File: config.mk
export PLATFORM = sky130hd
export DESIGN_NAME = smi_stat_agg
export DESIGN_NICKNAME = d
export VERILOG_FILES = /design/src/rtl/smi_agg_pkg.sv /design/src/rtl/smi_io_decode.sv /design/src/rtl/smi_sticky_bank.sv /design/src/rtl/smi_gen.sv /design/src/rtl/smi_stat_agg.sv
export SDC_FILE = /design/constraint.sdc
export NUM_CORES = 1
export LEC_CHECK = 0
export BUFFER_PORTS_ARGS = -buffer_cell sky130_fd_sc_hd__buf_2
export CAP_MARGIN = 5
export CORE_AREA = 2 2 77 79
export CTS_CLUSTER_SIZE = 14
export DETAILED_ROUTE_END_ITERATION = 6
export DIE_AREA = 0 0 79 81
export PLACE_DENSITY = 0.89
export SYNTH_ARGS = -nofsm -noshare
export SYNTH_HDL_FRONTEND = slang
export SYNTH_SLANG_ARGS = --single-unit
export TNS_END_PERCENT = 100
File: constraint.sdc
create_clock -name clk -period 1.5 [get_ports clk]
set_input_delay 0.075 -clock clk [delete_from_list [all_inputs] [get_ports clk]]
set_output_delay 0.075 -clock clk [all_outputs]
set_load 0.03 [all_outputs]
File: src/rtl/smi_agg_pkg.sv
package smi_agg_pkg;
   localparam int unsigned SMI_W = 32;

   // status bit positions fed by dedicated decode or the timer
   localparam int unsigned B_MC    = 11;
   localparam int unsigned B_PMCMD = 5;
   localparam int unsigned B_SLEEP = 4;
   localparam int unsigned B_REL   = 2;
   localparam int unsigned B_TMR   = 6;

   localparam logic [SMI_W-1:0] STICKY_M = 32'h2A05_2874;
   localparam logic [SMI_W-1:0] LIVE_M   = 32'hD47A_1708;
   localparam logic [SMI_W-1:0] NOSMI_M  = 32'h0000_0700;
   localparam logic [SMI_W-1:0] RSVD_M   = ~(STICKY_M | LIVE_M);
   localparam logic [SMI_W-1:0] LOCAL_M  = (SMI_W'(1) << B_MC) | (SMI_W'(1) << B_PMCMD) |
                                           (SMI_W'(1) << B_SLEEP) | (SMI_W'(1) << B_REL) |
                                           (SMI_W'(1) << B_TMR);
   localparam logic [SMI_W-1:0] EXT_M    = STICKY_M & ~LOCAL_M;
endpackage

File: src/rtl/smi_io_decode.sv
module smi_io_decode #(
   parameter int unsigned AW         = 16,
   parameter int unsigned DW         = 32,
   parameter logic [AW-1:0] MC_ADDR_A  = 16'h0062,
   parameter logic [AW-1:0] MC_ADDR_B  = 16'h0066,
   parameter logic [AW-1:0] PMCMD_ADDR = 16'h00B2,
   parameter logic [AW-1:0] SLEEP_ADDR = 16'h0404,
   parameter int unsigned SLEEP_BIT  = 13,
   parameter logic [AW-1:0] REL_ADDR   = 16'h0428,
   parameter int unsigned REL_BIT    = 2
) (
   input  logic          io_wr,
   input  logic [AW-1:0] io_addr,
   input  logic [DW-1:0] io_wdata,
   output logic          hit_mc,
   output logic          hit_pmcmd,
   output logic          hit_sleep,
   output logic          hit_rel
);
   if (SLEEP_BIT >= DW) begin : g_bad_sleep
      $error("smi_io_decode: SLEEP_BIT outside data width");
   end
   if (REL_BIT >= DW) begin : g_bad_rel
      $error("smi_io_decode: REL_BIT outside data width");
   end
   if (AW < 8) begin : g_bad_aw
      $error("smi_io_decode: address too narrow");
   end

   always_comb begin
      hit_mc    = io_wr && ((io_addr == MC_ADDR_A) || (io_addr == MC_ADDR_B));
      hit_pmcmd = io_wr && (io_addr == PMCMD_ADDR);
      hit_sleep = io_wr && (io_addr == SLEEP_ADDR) && io_wdata[SLEEP_BIT];
      hit_rel   = io_wr && (io_addr == REL_ADDR) && io_wdata[REL_BIT];
   end
endmodule

File: src/rtl/smi_sticky_bank.sv
module smi_sticky_bank #(
   parameter int unsigned W = 32,
   parameter logic [W-1:0] MASK = '0
) (
   input  logic         clk,
   input  logic         rst_n,
   input  logic [W-1:0] set_i,
   input  logic [W-1:0] clr_i,
   output logic [W-1:0] q_o
);
   if (W == 0) begin : g_bad_w
      $error("smi_sticky_bank: zero width");
   end

   for (genvar i = 0; i < W; i++) begin : g_bit
      if (MASK[i]) begin : g_flop
         logic q;
         always_ff @(posedge clk or negedge rst_n) begin
            if (!rst_n) q <= 1'b0;
            else if (set_i[i]) q <= 1'b1;
            else if (clr_i[i]) q <= 1'b0;
         end
         assign q_o[i] = q;

         AST_SET_WINS: assert property (@(posedge clk) disable iff (!rst_n)
            set_i[i] |=> q_o[i]);
         AST_W1C_CLEARS: assert property (@(posedge clk) disable iff (!rst_n)
            (clr_i[i] && !set_i[i]) |=> !q_o[i]);
         AST_HOLDS: assert property (@(posedge clk) disable iff (!rst_n)
            (!clr_i[i] && !set_i[i]) |=> $stable(q_o[i]));
      end else begin : g_none
         assign q_o[i] = 1'b0;
      end
   end
endmodule

File: src/rtl/smi_gen.sv
module smi_gen #(
   parameter int unsigned W = 32,
   parameter logic [W-1:0] RSVD = '0,
   parameter logic [W-1:0] NOSMI = '0
) (
   input  logic         clk,
   input  logic         rst_n,
   input  logic         en_wr,
   input  logic [W-1:0] wdata,
   input  logic [W-1:0] stat_i,
   output logic [W-1:0] en_o,
   output logic         smi_n_o
);
   localparam logic [W-1:0] EN_KEEP = ~RSVD;
   localparam logic [W-1:0] SMI_KEEP = ~NOSMI;

   logic [W-1:0] en_q;
   logic         cause;

   always_ff @(posedge clk or negedge rst_n) begin
      if (!rst_n) en_q <= '0;
      else if (en_wr) en_q <= wdata & EN_KEEP;
   end

   assign cause = |(stat_i & en_q & SMI_KEEP);

   always_ff @(posedge clk or negedge rst_n) begin
      if (!rst_n) smi_n_o <= 1'b1;
      else smi_n_o <= ~cause;
   end

   assign en_o = en_q;

   AST_EN_RSVD_ZERO: assert property (@(posedge clk) disable iff (!rst_n)
      (en_o & RSVD) == '0);
   AST_EN_KEEPS: assert property (@(posedge clk) disable iff (!rst_n)
      !en_wr |=> $stable(en_o));
endmodule

File: src/rtl/smi_stat_agg.sv
module smi_stat_agg
   import smi_agg_pkg::*;
#(
   parameter int unsigned IO_AW      = 16,
   parameter int unsigned IO_DW      = 32,
   parameter logic [IO_AW-1:0] MC_ADDR_A  = 16'h0062,
   parameter logic [IO_AW-1:0] MC_ADDR_B  = 16'h0066,
   parameter logic [IO_AW-1:0] PMCMD_ADDR = 16'h00B2,
   parameter logic [IO_AW-1:0] SLEEP_ADDR = 16'h0404,
   parameter int unsigned SLEEP_BIT  = 13,
   parameter logic [IO_AW-1:0] REL_ADDR   = 16'h0428,
   parameter int unsigned REL_BIT    = 2
) (
   input  logic             clk,
   input  logic             rst_n,
   input  logic             reg_sel,
   input  logic             reg_wr,
   input  logic [SMI_W-1:0] reg_wdata,
   output logic [SMI_W-1:0] reg_rdata,
   input  logic             io_wr,
   input  logic [IO_AW-1:0] io_addr,
   input  logic [IO_DW-1:0] io_wdata,
   input  logic [SMI_W-1:0] hw_set,
   input  logic [SMI_W-1:0] live_lvl,
   input  logic             tmr_expire,
   output logic             smi_n
);
   if ((STICKY_M & LIVE_M) != '0) begin : g_bad_masks
      $error("smi_stat_agg: sticky and live masks overlap");
   end

   logic hit_mc, hit_pmcmd, hit_sleep, hit_rel;
   logic [SMI_W-1:0] set_vec, clr_vec, sticky_q, stat_w, en_w;

   smi_io_decode #(
      .AW(IO_AW), .DW(IO_DW), .MC_ADDR_A(MC_ADDR_A), .MC_ADDR_B(MC_ADDR_B),
      .PMCMD_ADDR(PMCMD_ADDR), .SLEEP_ADDR(SLEEP_ADDR), .SLEEP_BIT(SLEEP_BIT),
      .REL_ADDR(REL_ADDR), .REL_BIT(REL_BIT)
   ) u_dec (
      .io_wr(io_wr), .io_addr(io_addr), .io_wdata(io_wdata),
      .hit_mc(hit_mc), .hit_pmcmd(hit_pmcmd), .hit_sleep(hit_sleep), .hit_rel(hit_rel)
   );

   always_comb begin
      set_vec          = hw_set & EXT_M;
      set_vec[B_MC]    = hit_mc;
      set_vec[B_PMCMD] = hit_pmcmd;
      set_vec[B_SLEEP] = hit_sleep;
      set_vec[B_REL]   = hit_rel;
      set_vec[B_TMR]   = tmr_expire;
      clr_vec          = (reg_wr && !reg_sel) ? reg_wdata : '0;
   end

   smi_sticky_bank #(.W(SMI_W), .MASK(STICKY_M)) u_bank (
      .clk(clk), .rst_n(rst_n), .set_i(set_vec), .clr_i(clr_vec), .q_o(sticky_q)
   );

   assign stat_w = sticky_q | (live_lvl & LIVE_M);

   smi_gen #(.W(SMI_W), .RSVD(RSVD_M), .NOSMI(NOSMI_M)) u_gen (
      .clk(clk), .rst_n(rst_n), .en_wr(reg_wr && reg_sel), .wdata(reg_wdata),
      .stat_i(stat_w), .en_o(en_w), .smi_n_o(smi_n)
   );

   assign reg_rdata = reg_sel ? en_w : stat_w;

   AST_RSVD_ZERO: assert property (@(posedge clk) disable iff (!rst_n)
      (reg_rdata & RSVD_M) == '0);
   AST_SMI_HAS_CAUSE: assert property (@(posedge clk) disable iff (!rst_n)
      !smi_n |-> $past(|(stat_w & en_w & ~NOSMI_M)));
   AST_MC_SETS: assert property (@(posedge clk) disable iff (!rst_n)
      (io_wr && (io_addr == MC_ADDR_A || io_addr == MC_ADDR_B)) |=> stat_w[B_MC]);
   AST_TMR_SETS: assert property (@(posedge clk) disable iff (!rst_n)
      tmr_expire |=> stat_w[B_TMR]);
   AST_PMCMD_SETS: assert property (@(posedge clk) disable iff (!rst_n)
      (io_wr && io_addr == PMCMD_ADDR) |=> stat_w[B_PMCMD]);
endmodule

==> impl_metrics.tcl, run 1 <==
set metrics [dict create \
    netlist_top_cells_area "dfrtp_1 (44%), mux2_2 (17%), mux2_4 (15%), buf_4 (3.7%), nand2_1 (3.0%)" \
    fp.coreArea_um2 5675 \
    grt_pass1_vias 1703 \
    startpoint_type "flip-flop" \
    start_util_pct 35.80 \
    fin_crit_sh_pct 84.13 \
    clkSinkCount 37 \
    syn_area_um2 2032 \
    internal_power_mw 1.867 \
    cts.htree.levels 2 \
    p_comb_share_pct 29.5 \
    drive_above_1_share_pct 59.33 \
    io_buffers 94 \
    final_cell_area_um2 2725 \
    final_cell_mix "buf_2 (94), dfrtp_1 (36), mux2_2 (30)" \
    crit_arrival_ps 1470 \
    startpoint "u_gen.en_o[19]" \
    vias 1669 \
    grt_max_degree 26 \
    status "completed" \
    synthSimpleGateAreaFrac_pct 9.236 \
    synth-adder-area-share_pct 0 \
    dp_hpwl_um 4097 \
    layout.nets 417 \
    synth-edff-count 0 \
    synth_mux_area_share_pct 31.40 \
    setup_viol 0 \
    via_per_inst 4.866 \
    finalClockSkew_ps 9.380 \
    timing_hold_violations_final 0 \
    clock_latency_ps 290 \
    r2r-start "u_gen.en_o[19]" \
    cp-end-kind "flip-flop" \
    syn_avg_cell_area_um2 12.78 \
    peakVddDrop_mv 0.3979 \
    layout_setup_ws_ps 238.0 \
    cts_tree "yes" \
    p_total_mw 2.694 \
    powerDensity_nw_per_um2 988.6 \
    cap_violations 0 \
    gp_congestion 0.7510 \
    clock.fmax_ghz 0.7924 \
    syn_inst 159 \
    die_y_um 81 \
    synth_top_area_share_pct 44.33 \
    grt_setup_unrepaired "no" \
    syn_to_final_growth_pct 34.11 \
    path_cells "a22o_1 -> a221oi_2 -> nand3_1 -> nor3_1" \
    fin_crit_ps 1262 \
    seq_power_share_pct 44.3 \
    numCtsBuffers 5 \
    slowest_stage "dfrtp_1" \
    rows 28 \
    synth_top_family_by_area "multiplexers" \
    synth_cell_type_count 26 \
    drt_first_pass_iters 4 \
    switching_share_pct 30.72 \
    synthXorXnorAreaFrac_pct 0 \
    power_frac_clock_pct 26.2 \
    postRouteAntennaNets 0 \
    slew_viol_final 0 \
    grt_pass1_wl_um 8224 \
    yosys_warnings 0 \
    fin_util_pct 48.02 \
    p_sw_mw 0.8275 \
    p_leak_nw 1.330 \
    crit_type "flip-flop to flip-flop" \
    synth_top_area_cell "dfrtp_1" \
    track_usage_pct 16.96 \
    async_flop_share_pct 100.0 \
    drc_errors 0 \
    fp.dieW_um 79 \
    min-delay-start "reg_wdata[9]" \
    drt_iter0_markers 61 \
    drt_wl_total_um 5214 \
    antenna_found_initial 1 \
    critPathTopFamily "compound AO/OA/AOI/OAI gates" \
    io_pins 183 \
    tns_ps 0 \
    seq_area_frac_synth_pct 45.63 \
    place_area_um2 2555 \
    die_area_um2 6399 \
    critPathMaxFanout 3 \
    cts_resized 0 \
    synth_ff_type "dfrtp_1" \
    root_buffer "clkbuf_8" \
    clockBufferDepth 2 \
    post-place-ws_ps 258.8 \
    crit_buf_inv 0 \
    synth_compound_area_share_pct 8.190 \
    required_ps 1700 \
    cpPeakStageDelay_ps 400 \
    clk_pin_slew_ps 70 \
    hold_path_class "primary input to flip-flop" \
    ys_seq_elements 37 \
    grt-ovfl-total 0 \
    final_common_cell "buf_2" \
    diodes 0 \
    post_drt_wl_per_cell_um 15.20 \
]
power by group through the flow:
| stage | clock network (mW) | logic (mW) | registers [mW] |
|---|---|---|---|
| finish | 0.706 | 0.796 | 1.19 |
| global route | 0.780 | 0.855 | 1.21 |
| detailed placement | 0 | 0.780 | 1.21 |
| CTS | 0.737 | 0.802 | 1.19 |
| floorplan | 0 | 0.554 | 1.18 |
| global placement | 0 | 0.763 | 1.20 |
final timing paths:
check | to | slack, ps | cells after the start
max | u_gen.smi_n_o | 240 | 4
max reg2reg | u_gen.smi_n_o | 240 | 4
max in group asynchronous | u_gen.smi_n_o | 620 | 3
min reg2reg | u_bank.g_bit[13].g_flop.q | 500 | 1
min | u_gen.en_o[9] | 20 | 2
min in group asynchronous | u_gen.en_o[9] | 260 | 2
cell usage after synthesis, drive strengths merged, types with 2 or more instances:
master,n
mux2,50
nand3,5
a21o,7
buf,13
nor4,2
dfrtp,36
a22o,2
a221oi,2
nand2,17
o21ai,4
nor2,2
nor3,3
a22oi,7
through the flow:
step                      hold WS [ps]  instances
after global placement           22.02        327
after detailed placement         27.48        327
final                            15.49        343
after floorplan                 -220.6        165
after CTS                        9.136        343
after global routing             7.367        343
layer usage:
layer	share of wire [%]	GRT usage [%]	vias to the layer above
met5	0	0	-
met4	1.1	4.655	0
met3	10	5.556	6
met2	47	28.90	85
met1	42	20.70	787
li1	-	-	791
cell type report:
class | instances | area, um2
clock buffers | 8 | 90.09
fillers | 544 | 2950
repair buffers | 108 | 595.6
flip-flops and latches | 37 | 927.1
multi-input cells | 115 | 1018
well taps | 75 | 93.84
timing repair:
action,in CTS,in global routing
hold endpoints to repair,23,0
setup buffers,0,0
hold buffers,8,0
kinds of logic (layout without fill, tap and decap cells):
kind of cell           Yosys count  count (layout)
flip-flops                      37              37
AO/OA/AOI/OAI                   22              22
other                            1               7
multiplexers                    50              50
AND/OR/NAND/NOR                 36              36
buffers and inverters           13             116
state kept, by name, summed over array words and instances, names as in the netlist:
register and cells:
u_gen.smi_n_o 1, u_gen.en_o 25, u_bank.g_bit.g_flop.q 11
Note: power is estimated with default switching activity, not from simulation.
==> run 2, diff against run 1 <==
ABC_AREA = 1   (was default)
CORE_AREA = 2 2 78 80   (was 2 2 77 79)
DIE_AREA = 0 0 80 82   (was 0 0 79 81)
clock period = 1.3 ns   (was 1.5 ns; I/O delays follow)
==> run 2 against run 1 <==
First-iteration DRC count down 25%. Worst hold slack lost 4.0 ps. Largest power group unchanged. Sequential power up 13%. Critical path type is now flip-flop to primary output. Synthesized cell count grew 77%.
==> impl_metrics.tcl, run 2 <==
set metrics [dict create \
    final_common_cell "nand2_1" \
    grt-ovfl-total 0 \
    start_util_pct 36.69 \
    finalClockSkew_ps 5.251 \
    slowest_stage "dfrtp_1" \
    status "completed" \
    root_buffer "clkbuf_8" \
    cp-end-kind "primary output" \
    cts_resized 0 \
    path_cells "inv_1 -> o21ai_0 -> buf_2" \
    grt_setup_unrepaired "no" \
    clkSinkCount 37 \
    clock.fmax_ghz 0.8640 \
    numCtsBuffers 5 \
    tns_ps 0 \
    io_buffers 94 \
    clockBufferDepth 2 \
    critPathMaxFanout 2 \
    synth_top_area_cell "dfrtp_1" \
    die_y_um 82 \
    post_drt_wl_per_cell_um 11.43 \
    cts.htree.levels 2 \
    syn_to_final_growth_pct 33.12 \
    grt_pass1_wl_um 8707 \
    nFillCells 562 \
    vias 2068 \
    postRouteAntennaNets 0 \
    drt_first_pass_iters 4 \
    worstMarginPinSlew_ps 511.2 \
    slew_headroom_pct 65.84 \
    diodes 0 \
    regArea_um2 927.1 \
    gp_congestion 0.8538 \
    p_leak_nw 1.643 \
    fin_crit_sh_pct 89.03 \
    powerDensity_nw_per_um2 1050 \
    antenna_found_initial 0 \
    stdcell_count 462 \
    grt_pass1_vias 2024 \
    syn_inst 282 \
    track_usage_pct 17.07 \
    layout_setup_ws_ps 142.5 \
    synth_ff_type "dfrtp_1" \
    cap_violations 0 \
    wl_met1_um 2340 \
    ys_seq_elements 37 \
    syn_avg_cell_area_um2 7.476 \
    synth_common_cells "nand2_1 (116), dfrtp_1 (36), nor2_1 (30)" \
    fp.coreArea_um2 5746 \
    dp_hpwl_um 4037 \
    async_flop_share_pct 100.0 \
    wl_met2_um 2528 \
    synth-edff-count 0 \
    syn_area_um2 2108 \
    setup_viol 0 \
    drt_wl_total_um 5279 \
    startpoint_type "flip-flop" \
    dp_cells 445 \
    drc_errors 0 \
    reg2regPathDepth 5 \
    netlist_top_cells_area "dfrtp_1 (43%), nand2_1 (21%), mux2_4 (5.7%), nor2_1 (5.3%), o21ai_0 (4.5%)" \
    rows 28 \
    final_cell_mix "nand2_1 (116), buf_2 (94), dfrtp_1 (36)" \
    via_per_inst 4.476 \
    crit_arrival_ps 1090 \
    multi_input_area_um2 1006 \
    wl_met3_um 359 \
    hold_path_class "primary input to flip-flop" \
    drt_iter0_markers 46 \
    cts_tree "yes" \
    cpPeakStageDelay_ps 340 \
    peakVddDrop_mv 0.4433 \
    layout.nets 536 \
    timing_hold_violations_final 0 \
    highest_layer "met4" \
    hold-worst-slack_ps 11.45 \
    post-place-ws_ps 114.1 \
    clock_latency_ps 280 \
    yosysMostFrequentCell "nand2_1" \
    seq_area_frac_synth_pct 43.98 \
    die_area_um2 6560 \
    required_ps 1240 \
    min_path_cells 2 \
    io_pins 183 \
    crit_type "flip-flop to primary output" \
    largest_reg_flops 25 \
    fp.dieW_um 80 \
    grt_max_degree 32 \
    yosys_warnings 0 \
    fin_crit_ps 1157 \
    drive_above_1_share_pct 31.52 \
    slew_viol_final 0 \
    synth_cell_type_count 20 \
    clk_pin_slew_ps 70 \
    synth_top_area_share_pct 42.73 \
]
## run 2: cell types whose count changed after synthesis, moves of 5 or more
cell,before,now
nor2_1,2,30
o21ai_0,4,19
nand2_1,16,116
a21o_1,7,0
nand3_1,5,10
buf_2,0,5
mux2_4,20,8
mux2_2,30,6
a22oi_1,7,0
inv_1,0,24
o21bai_1,0,7
## run 2: cell families after synthesis
group | after synthesis | synth area share [%]
AO/OA/AOI/OAI | 29 | 7.715
buffers and inverters | 41 | 9.377
flip-flops | 37 | 43.98
multiplexers | 14 | 8.902
other | 1 | 0.1779
AND/OR/NAND/NOR | 160 | 29.85
## run 2: where the power goes
group	internal [mW]	switching [mW]
clock	0.371	0.390
combinational	0.335	0.496
sequential	1.27	0.0827
## run 2: layout make-up
class,instances,area share [%]
flip-flops and latches,37,33.04
clock buffers,6,2.586
multi-input cells,210,35.84
repair buffers,107,21.49
well taps,75,3.344
clock inverters,2,0.3567
inverters,25,3.344
## run 2: per-stage QoR
stage	power, mW	instance area, um2	util (%)
2_1_floorplan	1.907	2131	-
3_3_place_gp	2.164	2634	45.84
3_5_place_dp	2.190	2634	45.84
4_1_cts	2.990	2796	48.67
5_1_grt	3.147	2806	48.85
6_report	2.945	2806	48.85
## run 2: final timing paths
path                                            from                   endpoint  slack (ps)
setup / recovery           u_bank.g_bit[29].g_flop.q              reg_rdata[29]         140
hold / removal                         reg_wdata[26]             u_gen.en_o[26]          10
setup reg to reg                      u_gen.en_o[12]              u_gen.smi_n_o         260
hold reg to reg                        u_gen.en_o[9]              u_gen.en_o[9]         510
max in group asynchronous                      rst_n  u_bank.g_bit[29].g_flop.q         570
min in group asynchronous                      rst_n             u_gen.en_o[21]         270
## run 2: worst max-delay path: cells and delay by family (launching register included)
kind | cells | cell delay [ps]
flops | 1 | 340
buf+inv | 2 | 280
compound gates | 1 | 190
## run 2: timing repair
action / in CTS / in global routing
hold endpoints to repair: 24 / 1
buffers inserted: 0 / 0
hold buffers: 8 / 1
## run 2: per-layer routing
layer / global-route usage (%) / vias up
met2: 29.92 / 77
met4: 4.407 / 0
met3: 4.176 / 4
li1: - / 1066
met5: 0 / -
met1: 21.10 / 921
==> run 3, diff against run 2 <==
CORE_AREA = 2 2 100 63   (was 2 2 78 80)
DIE_AREA = 0 0 102 65   (was 0 0 80 82)
==> run 3 against run 2 <==
Clock skew fell by 2.7 ps. Flip-flop and latch count is the same. Global-route usage decreased by 0.37 points. Worst setup slack worse by 9.3 ps. Routed wire length hardly changed. Maximum frequency fell by 0.79%. Final cell count rose by 2.6%. Worst hold slack better by 3.9 ps. Sequential share of layout area down 0.42 points. Die area rose by 1.1%. Via count is 1.6% higher. Clock power about the same. Critical path type unchanged.
==> impl_metrics.tcl, run 3 (synthesized netlist as in run 2, its figures left out) <==
set metrics [dict create \
    rows 22 \
    largest_reg_flops 25 \
    clock.fmax_ghz 0.8571 \
    io_buffers 94 \
    postRouteAntennaNets 0 \
    nFillCells 568 \
    fp.coreArea_um2 5836 \
    p_leak_nw 1.651 \
    grt_max_degree 29 \
    drt_first_pass_iters 4 \
    diodes 0 \
    root_buffer "clkbuf_8" \
    peakVddDrop_mv 0.5193 \
    fin_crit_ps 1167 \
    die_y_um 65 \
    required_ps 1240 \
    drive_above_1_share_pct 31.03 \
    crit_buf_inv 2 \
    critPathTopFamily "flip-flops" \
    drt_iter0_markers 129 \
    syn_to_final_growth_pct 34.84 \
    cap_violations 0 \
    dp_cells 455 \
    critPathMaxFanout 2 \
    cpPeakStageDelay_ps 350 \
    status "completed" \
    vias 2101 \
    hold_path_class "primary input to flip-flop" \
    p_total_mw 2.956 \
    post_cts.repair.setup_buffers 0 \
    setup_viol 0 \
    fp.dieW_um 102 \
    cts.htree.levels 2 \
    clkSinkCount 37 \
    clk_pin_slew_ps 70 \
    finalClockSkew_ps 2.577 \
    clockBufferDepth 2 \
    slew_viol_final 0 \
    dp_hpwl_um 4012 \
    start_util_pct 36.13 \
    fin_crit_sh_pct 89.75 \
    drc_errors 0 \
    via_per_inst 4.432 \
    regArea_um2 927.1 \
    final_cell_mix "nand2_1 (116), buf_2 (94), dfrtp_1 (36)" \
    clock_latency_ps 280 \
    grt_pass1_vias 1945 \
    crit_arrival_ps 1100 \
    fin_util_pct 48.71 \
    powerDensity_nw_per_um2 1040 \
    timing_hold_violations_final 0 \
    layout.nets 539 \
    stdcell_count 474 \
    cp-end-kind "primary output" \
    grt-ovfl-total 0 \
    cts_tree "yes" \
    numCtsBuffers 5 \
    grt_setup_unrepaired "no" \
    gp_congestion 0.8017 \
    tns_ps 0 \
    die_area_um2 6630 \
    antenna_found_initial 0 \
    slowest_stage "dfrtp_1" \
    track_usage_pct 16.70 \
    drt_wl_total_um 5275 \
    multi_input_area_um2 1006 \
    io_pins 183 \
    startpoint_type "flip-flop" \
    crit_type "flip-flop to primary output" \
    grt_pass1_wl_um 8583 \
    path_cells "inv_1 -> o21ai_0 -> buf_2" \
    post_drt_wl_per_cell_um 11.13 \
    final_common_cell "nand2_1" \
]
[run 3: where the power goes]
part	leakage [nW]	switching [mW]	total (mW)	internal, mW
logic	1.18	0.501	0.843	0.342
registers	0.433	0.0814	1.35	1.27
clock network	0.0395	0.381	0.762	0.381
[run 3: worst reg2reg max path, delay by kind of cell, from the launching register on]
kind,cells,cell delay (ps)
AND/OR/NAND/NOR,5,520
flip-flops,1,390
[run 3: path summary, 6_finish.rpt]
kind	start	endpoint	slack [ps]	depth (start not counted)
worst min register to register	u_gen.en_o[9]	u_gen.en_o[9]	510	1
min in group asynchronous	rst_n	u_gen.en_o[9]	260	2
max in group asynchronous	rst_n	u_gen.en_o[18]	590	3
worst max-delay path	u_bank.g_bit[29].g_flop.q	reg_rdata[29]	130	3
worst min-delay path	reg_wdata[20]	u_gen.en_o[20]	20	2
worst max register to register	u_gen.en_o[3]	u_gen.smi_n_o	330	5
[run 3: cell type report]
cell class	count	share of cell area [%]
inverters	25	3.301
flip-flops and latches	37	32.61
clock buffers	8	2.817
multi-input cells	210	35.39
repair buffers	110	22.18
well taps	84	3.697
[run 3: metal layers]
layer | GRT usage, % | wire (um) | share of wire [%]
met2 | 26.89 | 2389 | 45
met4 | 4.000 | 25 | 0.47
met3 | 4.207 | 294 | 5.6
met5 | 0 | 0 | 0
met1 | 22.62 | 2565 | 49
[run 3: through the flow]
stage / instance area (um2) / hold slack, ps / worst slack (ps)
after floorplan: 2131 / -230.6 / 136.3
after global placement: 2653 / 27.21 / 193.2
after detailed placement: 2653 / 26.66 / 184.1
after CTS: 2813 / 1.978 / 166.7
after global routing: 2843 / 2.198 / 101.4
final: 2843 / 15.31 / 133.3
[run 3: what timing repair did]
action                                 in CTS  in global routing
endpoints found under the hold margin      23                  3
hold buffers                                8                  3
resized for setup                           0                  0
setup endpoints to repair                   0                  0
